$ cat config.mk
export PLATFORM = sky130hd
export DESIGN_NAME = vtg_top
export DESIGN_NICKNAME = d
export VERILOG_FILES = /design/src/rtl/vtg_pkg.sv /design/src/rtl/vtg_axis_counter.sv /design/src/rtl/vtg_out_stage.sv /design/src/rtl/vtg_top.sv
export SDC_FILE = /design/constraint.sdc
export NUM_CORES = 1
export LEC_CHECK = 0
export ABC_AREA = 1
export CORE_ASPECT_RATIO = 0.75
export CORE_MARGIN = 5
export CORE_UTILIZATION = 43
export CTS_CLUSTER_DIAMETER = 120
export DETAILED_ROUTE_END_ITERATION = 12
export HOLD_SLACK_MARGIN = 0.06
export PLACE_DENSITY = 0.88
export SYNTH_ARGS = -nofsm -noshare
export SYNTH_HDL_FRONTEND = slang
export SYNTH_SLANG_ARGS = --single-unit
$ cat constraint.sdc
create_clock -name clk -period 3.28 [get_ports clk]
set_clock_uncertainty 0.1 [all_clocks]
set_input_delay 0.984 -clock clk [delete_from_list [all_inputs] [get_ports clk]]
set_output_delay 0.984 -clock clk [all_outputs]
set_load 0.01 [all_outputs]
$ cat src/rtl/vtg_pkg.sv
package vtg_pkg;

    parameter int AXIS_W = 12;

    typedef enum logic [1:0] {
        PH_SYNC  = 2'd0,
        PH_BACK  = 2'd1,
        PH_DATA  = 2'd2,
        PH_FRONT = 2'd3
    } phase_e;

    typedef struct packed {
        logic [AXIS_W-1:0] sync_m1;
        logic [AXIS_W-1:0] back_m1;
        logic [AXIS_W-1:0] data_m1;
        logic [AXIS_W-1:0] front_m1;
    } axis_cfg_t;

    // bit 2 data enable, bit 1 hsync, bit 0 vsync
    typedef struct packed {
        logic de;
        logic hs;
        logic vs;
    } pol_t;

    function automatic logic [AXIS_W-1:0] phase_limit(axis_cfg_t c, phase_e p);
        case (p)
            PH_SYNC:  return c.sync_m1;
            PH_BACK:  return c.back_m1;
            PH_DATA:  return c.data_m1;
            default:  return c.front_m1;
        endcase
    endfunction

    function automatic phase_e phase_next(phase_e p);
        case (p)
            PH_SYNC:  return PH_BACK;
            PH_BACK:  return PH_DATA;
            PH_DATA:  return PH_FRONT;
            default:  return PH_SYNC;
        endcase
    endfunction

    function automatic logic drive_level(logic active, logic act_high);
        return active ? act_high : ~act_high;
    endfunction

endpackage

$ cat src/rtl/vtg_axis_counter.sv
module vtg_axis_counter
    import vtg_pkg::*;
(
    input  logic              clk,
    input  logic              rst,
    input  logic              clr,
    input  logic              step,
    input  axis_cfg_t         cfg,
    output phase_e            phase_o,
    output logic [AXIS_W-1:0] cnt_o,
    output logic              wrap_o
);

    phase_e            phase_q;
    logic [AXIS_W-1:0] cnt_q;
    logic              at_end;

    assign at_end  = cnt_q >= phase_limit(cfg, phase_q);
    assign wrap_o  = step && at_end && (phase_q == PH_FRONT);
    assign phase_o = phase_q;
    assign cnt_o   = cnt_q;

    always_ff @(posedge clk) begin
        if (rst || clr) begin
            phase_q <= PH_SYNC;
            cnt_q   <= '0;
        end else if (step) begin
            if (at_end) begin
                phase_q <= phase_next(phase_q);
                cnt_q   <= '0;
            end else begin
                cnt_q <= cnt_q + 1'b1;
            end
        end
    end


    phase_order_chk: assert property (@(posedge clk) disable iff (rst)
        (!$past(clr) && (phase_q != $past(phase_q))) |-> (phase_q == phase_next($past(phase_q))));


    fresh_count_chk: assert property (@(posedge clk) disable iff (rst)
        (!$past(clr) && (phase_q != $past(phase_q))) |-> (cnt_q == '0));


    hold_when_idle_chk: assert property (@(posedge clk) disable iff (rst)
        (!$past(clr) && !$past(step)) |-> ($stable(cnt_q) && $stable(phase_q)));

endmodule

$ cat src/rtl/vtg_out_stage.sv
module vtg_out_stage
    import vtg_pkg::*;
(
    input  logic              active,
    input  pol_t              pol,
    input  phase_e            h_phase,
    input  logic [AXIS_W-1:0] h_cnt,
    input  phase_e            v_phase,
    input  logic [AXIS_W-1:0] v_cnt,
    output logic              hsync_o,
    output logic              vsync_o,
    output logic              de_o,
    output logic [AXIS_W-1:0] px_x_o,
    output logic [AXIS_W-1:0] px_y_o,
    output logic              frame_evt_o
);

    logic h_in_data;
    logic v_in_data;
    logic hs_act;
    logic vs_act;
    logic de_act;

    always_comb begin
        h_in_data   = active && (h_phase == PH_DATA);
        v_in_data   = active && (v_phase == PH_DATA);
        hs_act      = active && (h_phase == PH_SYNC);
        vs_act      = active && (v_phase == PH_SYNC);
        de_act      = h_in_data && v_in_data;
        hsync_o     = drive_level(hs_act, pol.hs);
        vsync_o     = drive_level(vs_act, pol.vs);
        de_o        = drive_level(de_act, pol.de);
        px_x_o      = h_in_data ? h_cnt : '0;
        px_y_o      = v_in_data ? v_cnt : '0;
        frame_evt_o = hs_act && vs_act && (h_cnt == '0) && (v_cnt == '0);
    end

endmodule

$ cat src/rtl/vtg_top.sv
module vtg_top
    import vtg_pkg::*;
(
    input  logic              clk,
    input  logic              rst,
    input  logic              run_en,
    input  logic [2:0]        pol_sel,
    input  logic [AXIS_W-1:0] h_sync_m1,
    input  logic [AXIS_W-1:0] h_back_m1,
    input  logic [AXIS_W-1:0] h_data_m1,
    input  logic [AXIS_W-1:0] h_front_m1,
    input  logic [AXIS_W-1:0] v_sync_m1,
    input  logic [AXIS_W-1:0] v_back_m1,
    input  logic [AXIS_W-1:0] v_data_m1,
    input  logic [AXIS_W-1:0] v_front_m1,
    output logic              hsync_o,
    output logic              vsync_o,
    output logic              de_o,
    output logic [AXIS_W-1:0] px_x_o,
    output logic [AXIS_W-1:0] px_y_o,
    output logic              frame_evt_o
);

    axis_cfg_t         h_cfg;
    axis_cfg_t         v_cfg;
    pol_t              pol;
    phase_e            h_phase;
    phase_e            v_phase;
    logic [AXIS_W-1:0] h_cnt;
    logic [AXIS_W-1:0] v_cnt;
    logic              line_done;
    logic              frame_done;
    logic              active;

    assign h_cfg  = '{sync_m1: h_sync_m1, back_m1: h_back_m1,
                      data_m1: h_data_m1, front_m1: h_front_m1};
    assign v_cfg  = '{sync_m1: v_sync_m1, back_m1: v_back_m1,
                      data_m1: v_data_m1, front_m1: v_front_m1};
    assign pol    = pol_t'(pol_sel);
    assign active = run_en && !rst;

    vtg_axis_counter h_axis_i (
        .clk     (clk),
        .rst     (rst),
        .clr     (!run_en),
        .step    (run_en),
        .cfg     (h_cfg),
        .phase_o (h_phase),
        .cnt_o   (h_cnt),
        .wrap_o  (line_done)
    );

    vtg_axis_counter v_axis_i (
        .clk     (clk),
        .rst     (rst),
        .clr     (!run_en),
        .step    (line_done),
        .cfg     (v_cfg),
        .phase_o (v_phase),
        .cnt_o   (v_cnt),
        .wrap_o  (frame_done)
    );

    vtg_out_stage out_i (
        .active      (active),
        .pol         (pol),
        .h_phase     (h_phase),
        .h_cnt       (h_cnt),
        .v_phase     (v_phase),
        .v_cnt       (v_cnt),
        .hsync_o     (hsync_o),
        .vsync_o     (vsync_o),
        .de_o        (de_o),
        .px_x_o      (px_x_o),
        .px_y_o      (px_y_o),
        .frame_evt_o (frame_evt_o)
    );


    evt_pulse_chk: assert property (@(posedge clk) disable iff (rst)
        frame_evt_o |=> !frame_evt_o);


    idle_start_chk: assert property (@(posedge clk) disable iff (rst)
        $past(!run_en) |-> (h_phase == PH_SYNC && h_cnt == '0 &&
                            v_phase == PH_SYNC && v_cnt == '0));


    v_step_chk: assert property (@(posedge clk) disable iff (rst)
        ((v_cnt != $past(v_cnt)) || (v_phase != $past(v_phase))) |-> ($past(line_done) || $past(!run_en)));


    de_clear_of_sync_chk: assert property (@(posedge clk) disable iff (rst)
        (run_en && (de_o == pol.de)) |-> ((hsync_o != pol.hs) && (vsync_o != pol.vs)));


    frame_wrap_chk: assert property (@(posedge clk) disable iff (rst)
        ($past(frame_done) && $past(run_en)) |-> (v_phase == PH_SYNC && v_cnt == '0 && frame_evt_o == run_en));

endmodule

; ---- Yosys cells after proc, flatten, opt, wreduce, memory -nomap -nowiden
; Cells that the tools add are included.
[totals]
ff_bits = 28
latch_bits = 0
mem_bits_rw = 0
romBits = 0
out_inout_bits = 28
wordCells = 47
mem_count = 0
[classes]
n_addsub = 2
n_mul = 0
div = 0
n_lt_le_gt_ge = 2
n_eq_ne = 5
n_shift = 0
mux = 11
n_bitwise = 3
n_reduce_logical = 20
[ops]
columns = cell, n
row1 = $pmux 12 s3, 2
row2 = $mux 12, 4
row3 = $add 12x1->12 const B, 2
row4 = $ge 12x12->1, 2
row5 = $logic_not 12->1, 2
row6 = $pmux 2 s3, 2
row7 = $logic_and 1x1->1, 11
row8 = $eq 2x2->1 const B, 3
row9 = $eq 2x1->1 const B, 2
row10 = $logic_not 2->1, 2
row11 = $reduce_and 2->1, 2
row12 = $mux 1, 3
row13 = $not 1->1, 3
row14 = $logic_not 1->1, 2
row15 = $logic_or 1x1->1, 1

; ---- Logic depth before layout (Yosys ltp)
[depth]
word_depth = 6
mapped_depth = 18
mapped_depth_nobuf = 17

; ---- By module
; From an unflattened synthesis, not the netlist that was laid out.
[hier_totals]
cells_unflattened = 467
area_unflattened_um2 = 2972.9
[modules_own_cells]
columns = mod, n_inst, cells_each, area_per_inst_um2, seq_area_each_um2
row1 = vtg_axis_counter, 2, 189, 1305.0, 280.3
row2 = vtg_out_stage, 1, 87, 352.8, 0.0
row3 = vtg_top, 1, 2, 10.0, 0.0

; ---- Worst setup path before layout
; No wires, ideal clock.
[synth_timing]
kind = input -> output
startpoint = input run_en
endpoint = output px_y_o[10]
arrival_ps = 1766
required_ps = 2196
slack_ps = 430
cell_stages = 7
path_buffers = 1
path_cell_list = inv_2 nor2_4 inv_1 nor2_1 inv_1 buf_2 nor2_1
[synth_between]
elab_chain_len = 3
[synth_lines]
columns = element, line_no
row1 = from (decl), vtg_top.sv:6  ; input logic run_en,
row2 = $logic_and 1x1->1, vtg_top.sv:40  ; assign active = run_en && !rst;
row3 = $logic_and 1x1->1, vtg_out_stage.sv:26  ; v_in_data = active && (v_phase == PH_DATA);
row4 = $mux 12, vtg_out_stage.sv:34  ; px_y_o = v_in_data ? v_cnt : '0;
row5 = to (decl), vtg_top.sv:20  ; output logic [AXIS_W-1:0] px_y_o,
; No other way between the ends.

; ---- Final worst setup path
[layout_timing]
startpoint = input run_en
endpoint = register h_axis_i.cnt_q[10] (netlist: h_axis_i.cnt_o[10])
[layout_between]
elab_chain_len = 2
[layout_lines]
columns = element, line_no
row1 = $logic_not 1->1, vtg_top.sv:45  ; .clr (!run_en),
row2 = $logic_or 1x1->1, vtg_axis_counter.sv:24  ; if (rst || clr) begin
row3 = to (signal assigned), vtg_axis_counter.sv:32  ; cnt_q <= cnt_q + 1'b1;
row4 = to (decl), vtg_axis_counter.sv:15  ; logic [AXIS_W-1:0] cnt_q;
; Several ways; a longest one is shown, not always the timed one.
; A chain may end at the register's enable or synchronous reset.

==> metrics.md <==
| Metric | Value |
|---|---|
| Outcome | complete, no violations |
| Synth area leader | dfxtp_1 |
| Drt first pass iters | 5 |
| Post-Syn Instances | 469 |
| Syn. warnings | 0 |
| Slowest stage delay, CP | 0.31 ns |
| Power per Cell Area | 182.8 mW/mm^2 |
| #FFs+latches synth | 28 |
| Yosys cell types | 29 |
| Slew headroom | 0.5840 |
| Total power | 0.0008442 W |
| Vias per Instance | 5.359 |
| Horiz. Die Dim | 105.5 um |
| DRC | 0 |
| Global-route wire length before repair | 17210 um |
| Post-synthesis sequential area ratio | 0.1907 |
| Placed insts | 682 |
| Number of DRC markers in iteration 0 | 292 |
| Worst hold-check path type | reg -> reg |
| Grt ovf | 0 |
| Gpl congestion | 0.9403 |
| Vias in the first global route | 3679 |
| Worst Tran Pin Value | 0.6233 ns |
| Clk root buf | clkbuf_8 |
| ANT nets after route | 0 |
| Fill cell count | 558 |
| Crit Path Class | in -> reg |
| Finished Layout Cells | 705 |
| HPWL Detailed | 8655 um |
| Total Wirelength | 11000 um |
| Antenna violations before repair | 0 |
| Setup_tns | 0 ns |
| FFs w/ async S/R, synth | 0 |
| Nets | 761 |
| Peak VDD IR | 0.1505 mV |
| Die ar. | 0.008606 sq mm |
| Clk buf depth | 2 |
| Area Growth Syn to Fin | 57.13% |
| Drt wl/cell | 15.60 um |
| Buffers & Inverters on Critical Path | 13 |
| Diode count | 0 |
| Startpoint types | primary input |
| Worst-path cell chain | buf_2, inv_2, buf_4, buf_4, buf_4, buf_4, buf_4, buf_4, buf_4, buf_4, buf_4, buf_4, buf_4, nor4_4, nand2_2, nor2_2, nand2_1, nand3_1, a21oi_1 |
| Syn Area/Cell | 6.267 sq um |
| RSZ-0062 raised after global routing | yes |
| Post-synth EDFFs | 0 |
| Fmax | 314.4 MHz |
| CP max stage cell | nor4_4 |
| Max Cap Viol | 0 |
| Worst-Skew Late Latency | 0.29 ns |
| Critical Path RT | 3.37 ns |
| Final setup fails | 0 |
| Max-slew violations | 0 |
| Worst Setup End Kind | register |
| Most frequent cells in the layout | 131 x nand2_1, 99 x clkdlybuf4s50_1, 61 x nor2_1 |
| CTS tree | built |
| Top cell by count, worst path | buf_4 |
| Cts hold-fix bufs | 0 |
| Final count of hold timing violations | 0 |
| Largest net degree at the start of global routing | 24 |
| Initial core utilization | 0.4365 |
| Worst EP arrival | 3.27 ns |
| Synth Cell Area | 0.002939 sq mm |
| Num rows | 26 |
| Tcrit/Tclk final | 0.9698 |
| Crit path time final | 3.181 ns |
| Via count | 3778 |
| Core Box Area | 0.006734 sq mm |
| Number of CTS-inserted buffers | 3 |
| Clock transition at the registers of the reported paths | 0.11 ns |
| Post-synth net total | 608 |
| Largest delay share family, worst path | buffers and inverters |
| Proportion of layout cells with a drive suffix above 1 | 0.1095 |
| Most common cell after layout, fill and taps aside | nand2_1 |
| Tot GR Track Use | 0.2447 |
| Port bufs | 129 |
| Leak | 2.103 nW |
| Sink Count | 28 |
| Die span in y | 81.60 um |
| H-tree depth | 1 |
| Top-area cell type share of the netlist area | 0.1907 |
| Worst-path fanout max | 3 |
| Main synth FF type | dfxtp_1 |
| # IOs | 130 |
| Top cells by area, synth | dfxtp_1 19%, nand2_1 17%, ha_1 16% |
-- state kept, by name, indices dropped and copies added (netlist names) --
signal and count:
h_axis_i.cnt_o 12, v_axis_i.phase_o 2, v_axis_i.cnt_o 12, h_axis_i.phase_o 2
-- metal layers --
layer,vias up,global-route usage,share of wire
li1,1844,-,-
met1,1727,0.3131,0.43
met2,175,0.4275,0.48
met3,32,0.03456,0.072
met4,0,0.08257,0.024
met5,-,0,0
-- path summary, 6_finish.rpt --
check / start / endpoint / slack [ns] / cells past startpoint
max reg2reg: h_axis_i.phase_o[1] / v_axis_i.cnt_o[2] / 0.30 / 15
max: run_en / h_axis_i.cnt_o[10] / 0.1 / 19
min: h_axis_i.cnt_o[0] / h_axis_i.cnt_o[0] / 0.38 / 1
min reg2reg: h_axis_i.cnt_o[0] / h_axis_i.cnt_o[0] / 0.38 / 1
-- power breakdown --
part	switching (W)	internal [W]
registers	0.00000138	0.000341
clock network	0.000121	0.000164
logic	0.0000713	0.000146
-- final cells by class --
type                            count  area [sq um]  share of cell area
Clock buffer                        3         41.29            0.008941
Clock inverter                      1         30.03            0.006502
Inverter                           59         227.7             0.04931
Multi-Input combinational cell    366          2138              0.4630
Sequential cell                    28         560.5              0.1214
Tap cell                           84         105.1             0.02276
Timing Repair Buffer              162          1500              0.3248
Timing Repair inverter              2         15.01            0.003251
-- through the flow --
step	hold slack [ns]	utilization	instance area (sq um)	setup WS, ns
6_report	0.3779	0.6858	4618	0.09909
5_1_grt	0.4106	0.6858	4618	-0.003283
4_1_cts	0.3773	0.6782	4567	0.01825
3_5_place_dp	0.3520	0.6522	4392	-0.6024
3_3_place_gp	0.3467	0.6522	4392	-0.5297
2_1_floorplan	0.3297	-	2939	0.4301
-- timing repair --
action                                  4_1_cts  5_1_grt
endpoints found under the setup margin       28       38
gates resized for setup                      59       12
cloned                                        1        1
buffers inserted                             16        1
pin swaps                                     4        3
-- logic make-up (layout without fill, tap and decap cells) --
logic type / Yosys count / in the layout / synth area share
and+or+nand+nor: 239 / 239 / 0.3414
buffers and inverters: 75 / 227 / 0.09706
AOI/OAI and AO/OA: 73 / 73 / 0.1626
adders and majority gates: 37 / 37 / 0.1575
DFF: 28 / 28 / 0.1907
xor gates and xnor gates: 17 / 17 / 0.05066
-- cells in the mapped netlist (3+ instances only) --
cell / instances
inv_1: 57
xor2_1: 16
clkbuf_1: 13
buf_2: 3
nor2_1: 63
nand2_1: 133
dfxtp_1: 28
a21oi_1: 24
o22ai_1: 22
a22o_1: 22
ha_1: 37
nand4_1: 5
nand3_1: 14
nor4_1: 5
nor3_1: 9
No activity file was read; power rests on OpenSTA's default activity.
